File: src/rtl/fcspi_pkg.sv
package fcspi_pkg;
  typedef enum logic [1:0] {
    ST_IDLE = 2'd0,
    ST_RUN  = 2'd1,
    ST_END  = 2'd2
  } fcspi_state_e;
endpackage

File: src/rtl/fcspi_sck_gen.sv
module fcspi_sck_gen #(
  parameter int DIV_W = 8
) (
  input  logic             clk_i,
  input  logic             rst_ni,
  input  logic             en_i,
  input  logic [DIV_W-1:0] half_i,
  output logic             sck_o,
  output logic             rise_o,
  output logic             fall_o
);
  logic [DIV_W-1:0] cnt_q;
  logic             sck_q;
  logic             tc;

  assign tc     = (cnt_q == half_i - 1'b1);
  assign rise_o = en_i & tc & ~sck_q;
  assign fall_o = en_i & tc & sck_q;
  assign sck_o  = sck_q;

  always_ff @(posedge clk_i or negedge rst_ni) begin
    if (!rst_ni) begin
      cnt_q <= '0;
      sck_q <= 1'b0;
    end else if (!en_i) begin
      cnt_q <= '0;
      sck_q <= 1'b0;
    end else if (tc) begin
      cnt_q <= '0;
      sck_q <= ~sck_q;
    end else begin
      cnt_q <= cnt_q + 1'b1;
    end
  end
endmodule

File: src/rtl/fcspi_tx_path.sv
module fcspi_tx_path #(
  parameter int BYTE_W = 8
) (
  input  logic              clk_i,
  input  logic              rst_ni,
  input  logic              load_i,
  input  logic              rise_i,
  input  logic [BYTE_W-1:0] data_i,
  input  logic              last_i,
  output logic              mosi_o,
  output logic              take_o,
  output logic              done_o
);
  localparam int CW = (BYTE_W > 1) ? $clog2(BYTE_W) : 1;

  logic [BYTE_W-1:0] sr_q;
  logic [CW-1:0]     bcnt_q;
  logic              last_q, done_q, mosi_q, take_q;
  logic              launch, end_byte;

  assign launch   = rise_i & ~done_q;
  assign end_byte = launch & (bcnt_q == CW'(BYTE_W - 1));

  always_ff @(posedge clk_i or negedge rst_ni) begin
    if (!rst_ni) begin
      sr_q   <= '0;
      bcnt_q <= '0;
      last_q <= 1'b0;
      done_q <= 1'b0;
      mosi_q <= 1'b0;
      take_q <= 1'b0;
    end else begin
      take_q <= load_i | (end_byte & ~last_q);
      if (load_i) begin
        sr_q   <= data_i;
        last_q <= last_i;
        bcnt_q <= '0;
        done_q <= 1'b0;
      end else if (launch) begin
        mosi_q <= sr_q[BYTE_W-1];   // MOSI moves only with a rise strobe
        if (end_byte) begin
          bcnt_q <= '0;
          if (last_q) begin
            done_q <= 1'b1;
          end else begin
            sr_q   <= data_i;        // next byte ready for the following rise
            last_q <= last_i;
          end
        end else begin
          sr_q   <= sr_q << 1;
          bcnt_q <= bcnt_q + 1'b1;
        end
      end
    end
  end

  assign mosi_o = mosi_q;
  assign take_o = take_q;
  assign done_o = done_q;
endmodule

File: src/rtl/fcspi_rx_path.sv
module fcspi_rx_path #(
  parameter int BYTE_W = 8
) (
  input  logic              clk_i,
  input  logic              rst_ni,
  input  logic              clr_i,
  input  logic              cap_i,
  input  logic              miso_i,
  output logic [BYTE_W-1:0] data_o,
  output logic              valid_o
);
  localparam int CW = (BYTE_W > 1) ? $clog2(BYTE_W) : 1;

  logic [BYTE_W-1:0] sr_q, data_q;
  logic [CW-1:0]     bcnt_q;
  logic              valid_q;
  logic [BYTE_W-1:0] sr_nxt;

  assign sr_nxt = {sr_q[BYTE_W-2:0], miso_i};

  always_ff @(posedge clk_i or negedge rst_ni) begin
    if (!rst_ni) begin
      sr_q    <= '0;
      data_q  <= '0;
      bcnt_q  <= '0;
      valid_q <= 1'b0;
    end else begin
      valid_q <= 1'b0;
      if (clr_i) begin
        bcnt_q <= '0;
      end else if (cap_i) begin  // falling-edge capture
        sr_q <= sr_nxt;
        if (bcnt_q == CW'(BYTE_W - 1)) begin
          bcnt_q  <= '0;
          data_q  <= sr_nxt;
          valid_q <= 1'b1;
        end else begin
          bcnt_q <= bcnt_q + 1'b1;
        end
      end
    end
  end

  assign data_o  = data_q;
  assign valid_o = valid_q;
endmodule

File: src/rtl/fcspi_host.sv
module fcspi_host
  import fcspi_pkg::*;
#(
  parameter int BYTE_W = 8,
  parameter int DIV_W  = 8
) (
  input  logic              clk_i,
  input  logic              rst_ni,
  input  logic [DIV_W-1:0]  div_i,
  input  logic              start_i,
  input  logic [BYTE_W-1:0] tx_data_i,
  input  logic              last_i,
  output logic              tx_next_o,
  output logic              busy_o,
  output logic [BYTE_W-1:0] rx_data_o,
  output logic              rx_valid_o,
  output logic              sck_o,
  output logic              cs_n_o,
  output logic              mosi_o,
  input  logic              miso_i
);
  fcspi_state_e     state_q;
  logic [DIV_W-1:0] half_q;
  logic             cs_n_q, flush_q;
  logic             go, rise, fall, tx_done;

  assign go = start_i & (state_q == ST_IDLE);

  always_ff @(posedge clk_i or negedge rst_ni) begin
    if (!rst_ni) begin
      state_q <= ST_IDLE;
      half_q  <= DIV_W'(1);
      cs_n_q  <= 1'b1;
      flush_q <= 1'b0;
    end else begin
      unique case (state_q)
        ST_IDLE: if (go) begin
          state_q <= ST_RUN;
          cs_n_q  <= 1'b0;
          flush_q <= 1'b0;
          // divisor frozen for the frame, floor of half is 1
          half_q  <= (div_i[DIV_W-1:1] == '0) ? DIV_W'(1) : (div_i >> 1);
        end
        ST_RUN: begin
          if (rise && tx_done) flush_q <= 1'b1;
          if (fall && flush_q) state_q <= ST_END;
        end
        ST_END: begin
          state_q <= ST_IDLE;
          cs_n_q  <= 1'b1;
        end
        default: state_q <= ST_IDLE;
      endcase
    end
  end

  fcspi_sck_gen #(.DIV_W(DIV_W)) u_sck (
    .clk_i  (clk_i),
    .rst_ni (rst_ni),
    .en_i   (state_q == ST_RUN),
    .half_i (half_q),
    .sck_o  (sck_o),
    .rise_o (rise),
    .fall_o (fall)
  );

  fcspi_tx_path #(.BYTE_W(BYTE_W)) u_tx (
    .clk_i  (clk_i),
    .rst_ni (rst_ni),
    .load_i (go),
    .rise_i (rise),
    .data_i (tx_data_i),
    .last_i (last_i),
    .mosi_o (mosi_o),
    .take_o (tx_next_o),
    .done_o (tx_done)
  );

  fcspi_rx_path #(.BYTE_W(BYTE_W)) u_rx (
    .clk_i   (clk_i),
    .rst_ni  (rst_ni),
    .clr_i   (go),
    .cap_i   (fall & ~flush_q),
    .miso_i  (miso_i),
    .data_o  (rx_data_o),
    .valid_o (rx_valid_o)
  );

  assign cs_n_o = cs_n_q;
  assign busy_o = (state_q != ST_IDLE);
endmodule

File: config.mk
export PLATFORM = sky130hd
export DESIGN_NAME = fcspi_host
export DESIGN_NICKNAME = d
export VERILOG_FILES = /design/src/rtl/fcspi_pkg.sv /design/src/rtl/fcspi_sck_gen.sv /design/src/rtl/fcspi_tx_path.sv /design/src/rtl/fcspi_rx_path.sv /design/src/rtl/fcspi_host.sv
export SDC_FILE = /design/constraint.sdc
export NUM_CORES = 1
export LEC_CHECK = 0
export ABC_AREA = 1
export BUFFER_PORTS_ARGS = -buffer_cell sky130_fd_sc_hd__buf_4
export CAP_MARGIN = 20
export CORE_ASPECT_RATIO = 1.1
export CORE_MARGIN = 2
export CORE_UTILIZATION = 40
export DETAILED_ROUTE_END_ITERATION = 6
export PLACE_DENSITY = 0.71
export SLEW_MARGIN = 20
export SYNTH_ARGS = -nofsm -noshare
export SYNTH_HDL_FRONTEND = slang
export SYNTH_SLANG_ARGS = --single-unit
File: constraint.sdc
create_clock -name clk_i -period 2 [get_ports clk_i]
set_input_delay 0.4 -clock clk_i [delete_from_list [all_inputs] [get_ports clk_i]]
set_output_delay 0.4 -clock clk_i [all_outputs]
set_load 0.01 [all_outputs]
==> summary.md <==
| Metric | Value |
|---|---|
| Critical path endpoint category | `flop` |
| Worst skew pair latency | `0.32 ns` |
| WS Path Type | `reg2reg` |
| Final-report hold violation count | `0` |
| Avg Vias per Cell | `4.77` |
| Fraction of layout cells with a size suffix above 1 | `27.2%` |
| IO Pins | `35` |
| Routed len/inst | `11.5 um` |
| Die W | `81.7 um` |
| Post-synth cell types | `31` |
| Post-route ant nets | `0` |
| Final period util | `113%` |
| Placeable Area | `6520 um^2` |
| Max H-tree Level | `2` |
| Yosys reg bits | `54` |
| Slew @ Worst Pin | `0.695 ns` |
| Via count | `2219` |
| GP Congestion | `0.831` |
| Type of element launching the critical path | `flop` |
| Clock power share | `35.6%` |
| Wirelength, routed | `5360 um` |
| Largest net degree at the start of global routing | `55` |
| Antenna violations before repair | `0` |
| Worst clock skew | `0.0109 ns` |
| Syn_area_per_cell | `8.05 um^2` |
| Cells after synthesis | `330` |
| Cell-internal power | `1.39 mW` |
| Drt pass-1 iters | `4` |
| CTS Buffer Depth | `2` |
| CTS tree | `done` |
| Chip Height | `89.5 um` |
| Flop2flop setup slack | `-0.26 ns` |
| Reg power frac | `60.4%` |
| Worst-path fanout max | `7` |
| Most frequent cells in the layout | `nand2_1, inv_1, dfrtp_1` |
| Static Leakage | `1.72 nW` |
| Clk slew on worst S/H paths | `0.10 ns` |
| Final core utilization | `52.1%` |
| Crit path time final | `2.26 ns` |
| Post-synth top area share | `49.0%` |
| Die ar. | `7310 um^2` |
| GRT Util Overall | `15.7%` |
| Part of the Yosys area used for sequential elements | `51.0%` |
| CTS Buf Count | `5` |
| Final setup fails | `42` |
| Max Cap Viol | `0` |
| P&R area growth vs syn | `27.9%` |
| 1st-iter DRT viols | `124` |
| Net Sw Frac | `23.9%` |
| GRT overflow | `0` |
| Hold Path Class | `in2async` |
| RSZ-0062 raised after global routing | `true` |
| Leading area contributor after synthesis | `dfrtp_1` |
| First-pass GRT wire length | `8940 um` |
| Slew headroom | `53.6%` |
| Worst ir drop on vdd | `0.000288 V` |
| R2R Path End | `u_tx.sr_q[7]` |
| # rows | `31` |
| Hold-fix buffers, CTS | `0` |
| Pwr dens | `539 nW/um^2` |
| Synthesized area | `2660 um^2` |
| Synth Net Count | `357` |
| Worst reg2reg path startpoint | `half_q[0]` |
| Net Switching | `0.437 mW` |
| Port bufs | `33` |
| Synth Warn # | `0` |
| # diodes | `0` |
| Required time worst endpoint | `2.27 ns` |
| Power Total | `1.83 mW` |
| Worst EP arrival | `2.53 ns` |
| CTS Sinks | `54` |
| Vias in the first global route | `2067` |
| Highest Clock Rate | `442 MHz` |
| Clk root buf | `clkbuf_8` |
| Starting density of the core | `40.8%` |
| DRC Markers | `0` |
| Outcome | `finished with violations` |
| Nets | `409` |
| Violations in the final reports | `setup timing` |
| Cells on worst reg2reg path | `15` |
| Worst setup margin | `-0.260 ns` |
| Slew Limit Fails | `0` |
| Ranking of synthesized cells by area | `dfrtp_1, nand2_1, inv_1` |
| Commonest non-fill, non-tap cell in the layout | `nand2_1` |
| Comb power frac | `3.9%` |
| DP HPWL | `3820 um` |
[Yosys cell counts (all sizes together)]
library cell and number:
xor2 3, dfrtp 52, o21ai 27, a22oi 1
inv 59, clkbuf 4, o31ai 1, clkinv 1
nand3 31, o21a 1, a21oi 3, nor2 22
ha 6, nand2 104, o22ai 2, xnor2 1
dfstp 2, nand4 2, nor4 2, nor3 4
buf 2
[per-layer routing]
metal	part of all wire (%)	track usage (%)	vias to the layer above	routed length, um
li1	-	-	1127	-
met1	44	19.0	1054	2350
met2	51	28.5	30	2760
met3	3.2	1.82	8	174
met4	1.4	6.36	0	77
met5	0	0	-	0
[logic make-up after synthesis]
logic type / synth area share (%)
simple gates: 28.0
buf+inv: 9.51
flops: 51.0
compound gates: 7.40
fa+ha+maj: 2.83
xor+xnor: 1.32
[worst max-delay path, stage by stage, from the launching register on]
cell and delay, ns:
dfstp_2 0.55, inv_2 0.05, ha_4 0.26, inv_2 0.02, nand2_1 0.05, nand2_1 0.06, nor2_2 0.11, nand3_2 0.10
nor2_4 0.14, nand3_4 0.11, nor2_8 0.17, nand3_4 0.10, a21oi_4 0.22, buf_12 0.15, nand3_2 0.06, nand2_1 0.07
[state kept, by name (all words and copies together), names as in the netlist]
signal and flops:
u_tx.last_q 1, half_q 7, cs_n_o 1, u_tx.sr_q 8
u_tx.take_o 1, u_rx.data_o 8, u_tx.done_o 1, state_q 2
u_rx.valid_o 1, flush_q 1, u_sck.cnt_q 8, u_rx.bcnt_q 3
u_tx.mosi_o 1, u_sck.sck_o 1, u_tx.bcnt_q 3, u_rx.sr_q 7
[per-stage QoR]
step / std cells / setup WS, ns / hold slack, ns / TNS [ns] / instance area, um^2
CTS: 462 / -0.255 / 0.141 / -5.99 / 3250
detailed placement: 454 / -0.263 / 0.446 / -6.38 / 3120
finish: 465 / -0.260 / 0.108 / -5.95 / 3400
floorplan: 330 / -0.119 / 0.104 / -1.11 / 2680
global placement: 454 / -0.206 / 0.439 / -4.46 / 3120
global route: 465 / -0.418 / 0.167 / -12.50 / 3400
[worst max path at each step]
stage	start	endpoint	depth (start not counted)
2_1_floorplan	half_q[0]	u_tx.sr_q[1]	15
3_3_place_gp	half_q[0]	u_tx.bcnt_q[2]	16
3_5_place_dp	half_q[0]	u_tx.bcnt_q[1]	16
4_1_cts	half_q[0]	u_tx.sr_q[2]	15
5_1_grt	half_q[0]	u_tx.sr_q[7]	15
6_report	half_q[0]	u_tx.sr_q[7]	15
[power by group through the flow]
| stage | Sequential [mW] | Clock [mW] | Combinational [mW] |
|---|---|---|---|
| floorplan | 1.13 | 0 | 0.0182 |
| CTS | 1.11 | 0.673 | 0.0738 |
| global placement | 1.13 | 0 | 0.0718 |
| finish | 1.11 | 0.652 | 0.0717 |
| global route | 1.11 | 0.720 | 0.0839 |
| detailed placement | 1.13 | 0 | 0.0729 |
[what timing repair did]
action                     4_1_cts  5_1_grt
buffers inserted                 0        2
setup endpoints to repair       43       46
gates resized for setup         11       37
pin swaps                        3       25
cloned                           0        1
[layout make-up]
cell class / count / area (um^2)
clock buffer: 5 / 68.8
fill: 634 / 3120
tap: 82 / 103
timing repair buffer: 51 / 418
inverter: 60 / 230
sequential: 54 / 1350
multi-input combinational: 210 / 1190
clock inverter: 3 / 28.8
(Power assumes the default switching activity.)
